===== src/rtl/uart_irq_pkg.sv =====
package uart_irq_pkg;
    typedef enum logic [2:0] {
        SRC_MS   = 3'b000,
        SRC_NONE = 3'b001,
        SRC_TX   = 3'b010,
        SRC_RX   = 3'b100,
        SRC_LS   = 3'b110
    } irq_src_e;

    localparam int EN_RX = 0;
    localparam int EN_TX = 1;
    localparam int EN_LS = 2;
    localparam int EN_MS = 3;
    localparam int EN_W  = 4;

    typedef struct packed {
        logic [EN_W-1:0] ier;
        logic            ls_pend;
        logic            tx_pend;
        logic            ms_pend;
        logic            tx_cond;
        logic            irq;
        irq_src_e        src;
    } irq_state_t;
endpackage


===== src/rtl/uart_irq_cond.sv =====
module uart_irq_cond #(
    parameter int CW = 7
) (
    input  logic          fifo_en,
    input  logic [CW-1:0] rx_count,
    input  logic [CW-1:0] rx_trig,
    input  logic [CW-1:0] tx_count,
    input  logic [CW-1:0] tx_trig,
    input  logic          rx_hold_full,
    input  logic          tx_hold_empty,
    output logic          rx_cond,
    output logic          tx_cond
);
    always_comb begin
        if (fifo_en) begin
            rx_cond = (rx_count >= rx_trig);
            tx_cond = (tx_count < tx_trig);
        end else begin
            rx_cond = rx_hold_full;
            tx_cond = tx_hold_empty;
        end
    end
endmodule


===== src/rtl/uart_irq_prio.sv =====
module uart_irq_prio
    import uart_irq_pkg::*;
(
    input  logic     ls_act,
    input  logic     rx_act,
    input  logic     tx_act,
    input  logic     ms_act,
    output logic     any_act,
    output irq_src_e src
);
    always_comb begin
        if (ls_act)      src = SRC_LS;
        else if (rx_act) src = SRC_RX;
        else if (tx_act) src = SRC_TX;
        else if (ms_act) src = SRC_MS;
        else             src = SRC_NONE;
        any_act = ls_act | rx_act | tx_act | ms_act;
    end
endmodule


===== src/rtl/uart_irq_ctrl.sv =====
module uart_irq_ctrl
    import uart_irq_pkg::*;
#(
    parameter int FIFO_DEPTH = 64,
    localparam int CW = $clog2(FIFO_DEPTH + 1)
) (
    input  logic            clk,
    input  logic            rst_n,
    input  logic            ier_wr,
    input  logic [EN_W-1:0] ier_wdata,
    input  logic            fifo_en,
    input  logic [CW-1:0]   rx_count,
    input  logic [CW-1:0]   rx_trig,
    input  logic [CW-1:0]   tx_count,
    input  logic [CW-1:0]   tx_trig,
    input  logic            rx_hold_full,
    input  logic            tx_hold_empty,
    input  logic            rx_push,
    input  logic [2:0]      rx_push_err,
    input  logic            rx_pop,
    input  logic [2:0]      rx_pop_err,
    input  logic            overrun_pulse,
    input  logic            err_immediate,
    input  logic [3:0]      msr_change,
    input  logic            msr_read,
    input  logic            lsr_read,
    input  logic            iir_read,
    input  logic            tx_write,
    output logic            irq,
    output logic [2:0]      irq_src,
    output logic [EN_W-1:0] ier_out
);
    irq_state_t      st_q, st_d;
    logic            rx_cond, tx_cond;
    logic [EN_W-1:0] ier_nx;
    logic            ls_nx, tx_nx, ms_nx;
    logic            ls_set, tx_set, tx_clr;
    logic            p_any;
    irq_src_e        p_src;

    uart_irq_cond #(.CW(CW)) u_cond (
        .fifo_en      (fifo_en),
        .rx_count     (rx_count),
        .rx_trig      (rx_trig),
        .tx_count     (tx_count),
        .tx_trig      (tx_trig),
        .rx_hold_full (rx_hold_full),
        .tx_hold_empty(tx_hold_empty),
        .rx_cond      (rx_cond),
        .tx_cond      (tx_cond)
    );

    // next values of enables and sticky pending flags; a set beats a clear
    always_comb begin
        ier_nx = ier_wr ? ier_wdata : st_q.ier;

        ls_set = overrun_pulse
               | (rx_push & (|rx_push_err) &  err_immediate)
               | (rx_pop  & (|rx_pop_err)  & ~err_immediate);
        ls_nx  = ls_set | (st_q.ls_pend & ~lsr_read);

        tx_set = (tx_cond & ~st_q.tx_cond)
               | (ier_wr & ier_wdata[EN_TX] & ~st_q.ier[EN_TX] & tx_cond);
        tx_clr = tx_write | (iir_read & (st_q.src == SRC_TX));
        tx_nx  = tx_set | (st_q.tx_pend & ~tx_clr);

        ms_nx  = (|msr_change) | (st_q.ms_pend & ~msr_read);
    end

    uart_irq_prio u_prio (
        .ls_act (ls_nx   & ier_nx[EN_LS]),
        .rx_act (rx_cond & ier_nx[EN_RX]),
        .tx_act (tx_nx   & ier_nx[EN_TX]),
        .ms_act (ms_nx   & ier_nx[EN_MS]),
        .any_act(p_any),
        .src    (p_src)
    );

    always_comb begin
        st_d         = st_q;
        st_d.ier     = ier_nx;
        st_d.ls_pend = ls_nx;
        st_d.tx_pend = tx_nx;
        st_d.ms_pend = ms_nx;
        st_d.tx_cond = tx_cond;
        st_d.irq     = p_any;
        st_d.src     = p_src;
    end

    always_ff @(posedge clk or negedge rst_n) begin
        if (!rst_n) begin
            st_q     <= '0;
            st_q.src <= SRC_NONE;
        end else begin
            st_q <= st_d;
        end
    end

    assign irq     = st_q.irq;
    assign irq_src = st_q.src;
    assign ier_out = st_q.ier;

    // overrun with line status enabled is reported on the next edge
    a_r7_overrun_now: assert property (@(posedge clk) disable iff (!rst_n)
        overrun_pulse && st_q.ier[EN_LS] && !ier_wr |=> irq && irq_src == SRC_LS);

    // enabling transmit while the transmitter is empty interrupts at once
    a_r5_tx_enable_fires: assert property (@(posedge clk) disable iff (!rst_n)
        ier_wr && ier_wdata[EN_TX] && !st_q.ier[EN_TX] && tx_cond |=> irq);

    // enables all zero keep the line quiet
    a_r12_polled_quiet: assert property (@(posedge clk) disable iff (!rst_n)
        st_q.ier == '0 && !ier_wr |=> !irq);

    // modem source never reported while its enable is off
    a_r11_ms_gated: assert property (@(posedge clk) disable iff (!rst_n)
        !st_q.ier[EN_MS] && !ier_wr |=> irq_src != SRC_MS);

    // a status read with no new error removes line status
    a_r10_lsr_clears: assert property (@(posedge clk) disable iff (!rst_n)
        lsr_read && !overrun_pulse && !(rx_push && |rx_push_err)
        && !(rx_pop && |rx_pop_err) |=> irq_src != SRC_LS);

    // interrupt line agrees with the reported code
    a_r13_irq_matches_src: assert property (@(posedge clk) disable iff (!rst_n)
        irq == (irq_src != SRC_NONE));
endmodule


===== config.mk =====
export PLATFORM = sky130hd
export DESIGN_NAME = uart_irq_ctrl
export DESIGN_NICKNAME = d
export VERILOG_FILES = /design/src/rtl/uart_irq_pkg.sv /design/src/rtl/uart_irq_cond.sv /design/src/rtl/uart_irq_prio.sv /design/src/rtl/uart_irq_ctrl.sv
export SDC_FILE = /design/constraint.sdc
export NUM_CORES = 1
export LEC_CHECK = 0
export BUFFER_PORTS_ARGS = -buffer_cell sky130_fd_sc_hd__clkbuf_2
export CELL_PAD_IN_SITES_DETAIL_PLACEMENT = 1
export CELL_PAD_IN_SITES_GLOBAL_PLACEMENT = 1
export CORE_MARGIN = 2
export CORE_UTILIZATION = 27
export DETAILED_ROUTE_END_ITERATION = 10
export PLACE_DENSITY_LB_ADDON = 0.1
export REMOVE_ABC_BUFFERS = 1
export SETUP_SLACK_MARGIN = 0.2
export SLEW_MARGIN = 25
export SYNTH_ARGS = -nofsm -noshare
export SYNTH_HDL_FRONTEND = slang
export SYNTH_SLANG_ARGS = --single-unit

===== constraint.sdc =====
create_clock -name clk -period 1.8 [get_ports clk]
set_input_delay 0.27 -clock clk [delete_from_list [all_inputs] [get_ports clk]]
set_output_delay 0.27 -clock clk [all_outputs]
set_load 0.005 [all_outputs]

# ---- Yosys cells after proc, flatten, opt, wreduce, memory -nomap -nowiden
# Cells that the tools add are included.
dict set report word_totals {
  latchBits 0
  reg_bits 12
  romBits 0
  mem_count 0
  input_bits 56
  elab_cells 52
  mem_bits_rw 0
  out_inout_bits 8
}
dict set report classes {
  n_div 0
  n_addsub 0
  n_bitwise 32
  reduce_logical 3
  muxes 7
  magnitude_cmp 2
  multipliers 0
  eq_ne 1
  shift 0
}
# cell n
set op_table {}
lappend op_table {{AND 1 bit} 16}
lappend op_table {{bitwise OR 1 bit} 10}
lappend op_table {{2-to-1 mux 3 bit} 3}
lappend op_table {{greater-or-equal comparator 7 bit} 1}
lappend op_table {{< comparator 7 bit} 1}
lappend op_table {{inverter 1 bit} 6}
lappend op_table {{OR reduction 3 bit} 2}
lappend op_table {{2-to-1 mux 4 bit} 1}
lappend op_table {{OR reduction 4 bit} 1}
lappend op_table {{== test 3 x 2 -> 1 bit (second input constant)} 1}
lappend op_table {{2-to-1 mux 1 bit} 3}

# ---- Depth between registers and ports, before layout
dict set report logic_depth {
  depth_word 10
  mapped_depth 8
  mapped_depth_nobuf 8
}

# ---- Cells and area by module
# Synthesis repeated with hierarchy kept, for this count alone.
dict set report unflattened {
  hier_cells 96
  hier_area_um2 895.9
}
# module seq_area_each_um2 cells_each area_each_um2 instances
set by_module_without_submodules {}
lappend by_module_without_submodules {uart_irq_ctrl 301.5 44 526.8 1}
lappend by_module_without_submodules {uart_irq_cond 0.0 47 337.8 1}
lappend by_module_without_submodules {uart_irq_prio 0.0 5 31.3 1}

# ---- Worst setup path before layout
# OpenSTA, ideal clock, no wires.
dict set report synth_timing {
  kind {input-to-reg}
  from {input rx_trig[6]}
  to {register st_q (netlist bit irq)}
  slack_ns 0.074
  path_buffers 0
  t_arrival_ns 1.603
  required_time_ns 1.676
  stages 7
  setup_time_ns 0.124
  cell_sequence {inv_1 ha_1 and3_4 a221o_1 a31oi_2 o21ai_2 a211o_1}
}
dict set report synth_via {
  elab_chain_cells 6
}
# element line_no
set synth_rtl {}
lappend synth_rtl {{from (decl)} uart_irq_ctrl.sv:13} ;# input logic [CW-1:0] rx_trig,
lappend synth_rtl {{greater-or-equal comparator 7 bit} uart_irq_cond.sv:16} ;# rx_cond = (rx_count >= rx_trig);
lappend synth_rtl {{2-to-1 mux 1 bit} uart_irq_cond.sv:15} ;# if (fifo_en) begin
lappend synth_rtl {{AND 1 bit} uart_irq_ctrl.sv:72} ;# .rx_act (rx_cond & ier_nx[EN_RX]),
lappend synth_rtl {{bitwise OR 1 bit (3 in a row)} uart_irq_prio.sv:17} ;# any_act = ls_act | rx_act | tx_act | ms_act;
lappend synth_rtl {{net p_any} uart_irq_ctrl.sv:38} ;# logic p_any;
lappend synth_rtl {{to (signal assigned)} uart_irq_ctrl.sv:95} ;# st_q <= st_d;
lappend synth_rtl {{to (decl)} uart_irq_ctrl.sv:33} ;# irq_state_t st_q, st_d;
# The timed path passes the listed nets, and every way through them passes these cells.

# ---- Final worst setup path
dict set report layout_timing {
  from {input rx_count[6]}
  to {register st_q (netlist bit irq)}
}
dict set report layout_via {
  elab_chain_cells 6
}
# element line_no
set layout_rtl {}
lappend layout_rtl {{from (decl)} uart_irq_ctrl.sv:12} ;# input logic [CW-1:0] rx_count,
lappend layout_rtl {{greater-or-equal comparator 7 bit} uart_irq_cond.sv:16}
lappend layout_rtl {{2-to-1 mux 1 bit} uart_irq_cond.sv:15}
lappend layout_rtl {{AND 1 bit} uart_irq_ctrl.sv:72}
lappend layout_rtl {{bitwise OR 1 bit (3 in a row)} uart_irq_prio.sv:17}
lappend layout_rtl {{net p_any} uart_irq_ctrl.sv:38}
# The timed path passes the listed nets, and every way through them passes these cells.

==> metrics.cfg <==
[cells_and_area]
syn2layout_area_growth_pct = 42.01
post-route-cell-area_mm2 = 0.001256
fin_cells = 202
multi_input_area_um2 = 462.9
n_antenna_cell = 0
final_cell_mix = 63 x clkbuf_2, 17 x inv_1, 13 x ha_1
final-seq-area_um2 = 301.5
nNetsFinal = 228
fin_util = 0.4081
drive_above_1_share = 0.4684
nFillCells = 401
final_common_cell = clkbuf_2

[critical_path]
path_max_fanout = 3
start_kind = input pin
crit_family = compound AO/OA/AOI/OAI gates
endpoint_kind = register
rr_worst_depth = 5
path_cells = clkbuf_2 > ha_1 > and3_4 > a221o_1 > a31oi_2 > o21ai_2 > a211o_1
regToRegEndpoint = irq$_DFF_PN0_
worst-endpoint-required_ns = 1.95
crit_type = input pin to register
slowest_stage = a221o_1
rr_startpoint = irq_src[2]$_DFF_PN0_
worst-path-buf-inv = 1
rrSetupSlack_ns = 0.41
cp.arrival_ns = 1.70
crit_path_max_incr_delay_ns = 0.32

[floorplanning]
row_count = 20
die_y_um = 61.24
boundaryPins = 64
die_w_um = 61.24
dieArea_mm2 = 0.003750
initial_core_util = 0.2874
core_mm2 = 0.003078

[routing]
drcViolationCount = 0
num_vias = 878
drt-pass1-iter-count = 3
wl_mm = 2.047
wire_per_inst_um = 10.13
drt_iter0_drc = 6
antenna_left = 0
via_per_inst = 4.347

[logic_synthesis]
ys_warn_count = 0
synthCells = 96
ys_types = 29
syn_area_um2 = 884.6
yosysSeqAreaShare = 0.3409
synth_seq_cells = 12
syn_avg_cell_area_um2 = 9.215

[clock_tree]
cts_root_buf = clkbuf_4
numClockSinks = 12
cts_made_buffers = 3
post_cts_buffers = 0
max-clock-path-buffers = 2
clkTransAtPathRegs_ns = 0.07
cts_tree = built
clk-insertion-delay-late_ns = 0.27
htree_levels = 1

[sta]
clock_skew_ns = 0.004967
fin_crit_ns = 1.550
period_share = 0.8609
rsz0062_at_grt = false
whs_ns = 0.1883
timing.fmax_ghz = 0.6453
maxSlewViolCount = 0
slew_headroom = 0.7727
tightest_slew_ns = 0.3389
setup_viol = 0
finalHoldViolCount = 0

[global_routing]
grt-ovfl-total = 0
grt_max_degree = 13
antenna_found_initial = 0
grt_pass1_vias = 880
grt_first_pass_wirelength_mm = 3.408
track_usage = 0.1230

[flow_run]
maxCapViolations = 0

[place]
placed_area_mm2 = 0.001210
dp_cells = 197
dp_hpwl_mm = 1.900
port_buffers = 63
gp_congestion = 0.6614

[hold_path]
whs_path_depth = 2
min_to = st_q[5]$_DFF_PN0_
hp-start = msr_read
hold_class = input pin to register

[power_and_ir_drop]
pwr_density_cell_mw_per_mm2 = 586.6
power.leakage_uw = 0.0007194
ir_drop_v = 0.0001702

[status]
status = completed

[power breakdown]
group | switching, µW | internal (µW) | leakage [µW] | total, µW
clock | 84.0 | 123 | 0.0000210 | 207
sequential | 13.1 | 302 | 0.000134 | 315
combinational | 99.3 | 116 | 0.000565 | 215
total | 196 | 540 | 0.000719 | 737
[per-stage QoR]
stage	setup TNS, ns	worst slack, ns	total power (µW)
6_report	0	0.2504	736.9
5_1_grt	0	0.2075	805.0
4_1_cts	0	0.2094	752.1
3_5_place_dp	-0.09977	-0.07194	538.1
3_3_place_gp	-0.07726	-0.05162	530.0
2_1_floorplan	0	0.07352	421.0
[worst register-to-register path, delay by kind of cell (launching register included)]
family | cells | cell delay [ns]
AOI/OAI and AO/OA | 2 | 0.45
buffers and inverters | 1 | 0.08
DFF | 1 | 0.39
and+or+nand+nor | 2 | 0.36
[registers in the layout, indices dropped and copies added, names as in the netlist]
register,cells
st_q,4
irq,1
irq_src,3
ier_out,4
[cells in the mapped netlist]
master | n | area, µm²
a211o_1 | 1 | 8.760
a211oi_1 | 2 | 15.01
a21o_1 | 1 | 7.510
a21oi_1 | 4 | 20.02
a221o_1 | 1 | 10.01
a31oi_1 | 1 | 6.260
a31oi_2 | 1 | 12.51
and2_1 | 1 | 6.260
and3_4 | 1 | 11.26
buf_4 | 7 | 52.55
dfrtp_1 | 11 | 275.3
dfstp_2 | 1 | 26.28
ha_1 | 13 | 162.7
inv_1 | 17 | 63.81
inv_2 | 1 | 3.750
mux2_1 | 2 | 22.52
mux2_2 | 1 | 11.26
nand2_1 | 7 | 26.28
nand2b_1 | 3 | 18.77
nor2b_1 | 3 | 18.77
nor3_1 | 3 | 15.01
nor3b_1 | 1 | 7.510
nor4_1 | 1 | 6.260
nor4bb_1 | 1 | 10.01
o2111ai_1 | 1 | 8.760
o21ai_0 | 3 | 15.01
o21ai_1 | 5 | 25.02
o21ai_2 | 1 | 8.760
o311ai_1 | 1 | 8.760
[area by class of cell]
cell class              instances  share of cell area
repair buffers                 65              0.2649
flip-flops and latches         12              0.2400
inverters                      18             0.05379
clock buffers                   4             0.02888
multi-input cells              59              0.3685
well taps                      44             0.04382
[worst max-delay path by stage]
stage | start | endpoint | slack [ns] | depth (start not counted)
floorplan | rx_trig[6] | irq$_DFF_PN0_ | 0.07 | 7
global placement | rx_trig[6] | irq$_DFF_PN0_ | -0.05 | 8
detailed placement | rx_trig[6] | irq$_DFF_PN0_ | -0.07 | 8
CTS | rx_trig[6] | irq$_DFF_PN0_ | 0.21 | 8
global route | rx_trig[5] | irq$_DFF_PN0_ | 0.21 | 8
finish | rx_count[6] | irq$_DFF_PN0_ | 0.25 | 7
[per-layer routing]
layer  track usage  share of wire
met3       0.03782          0.065
met1        0.1318           0.38
met2        0.2295           0.55
met4       0.03727              0
met5             0              0
[cell families after synthesis]
| family | count (synthesis) | synth area share |
|---|---|---|
| buf+inv | 25 | 0.1358 |
| compound gates | 22 | 0.1655 |
| simple gates | 21 | 0.1358 |
| fa+ha+maj | 13 | 0.1839 |
| flops | 12 | 0.3409 |
| mux | 3 | 0.03819 |
[timing repair]
action,4_1_cts,5_1_grt
hold buffers,1,0
endpoints found under the setup margin,0,1
endpoints found under the hold margin,11,0
resized for setup,0,0
(Power assumes the default switching activity.)
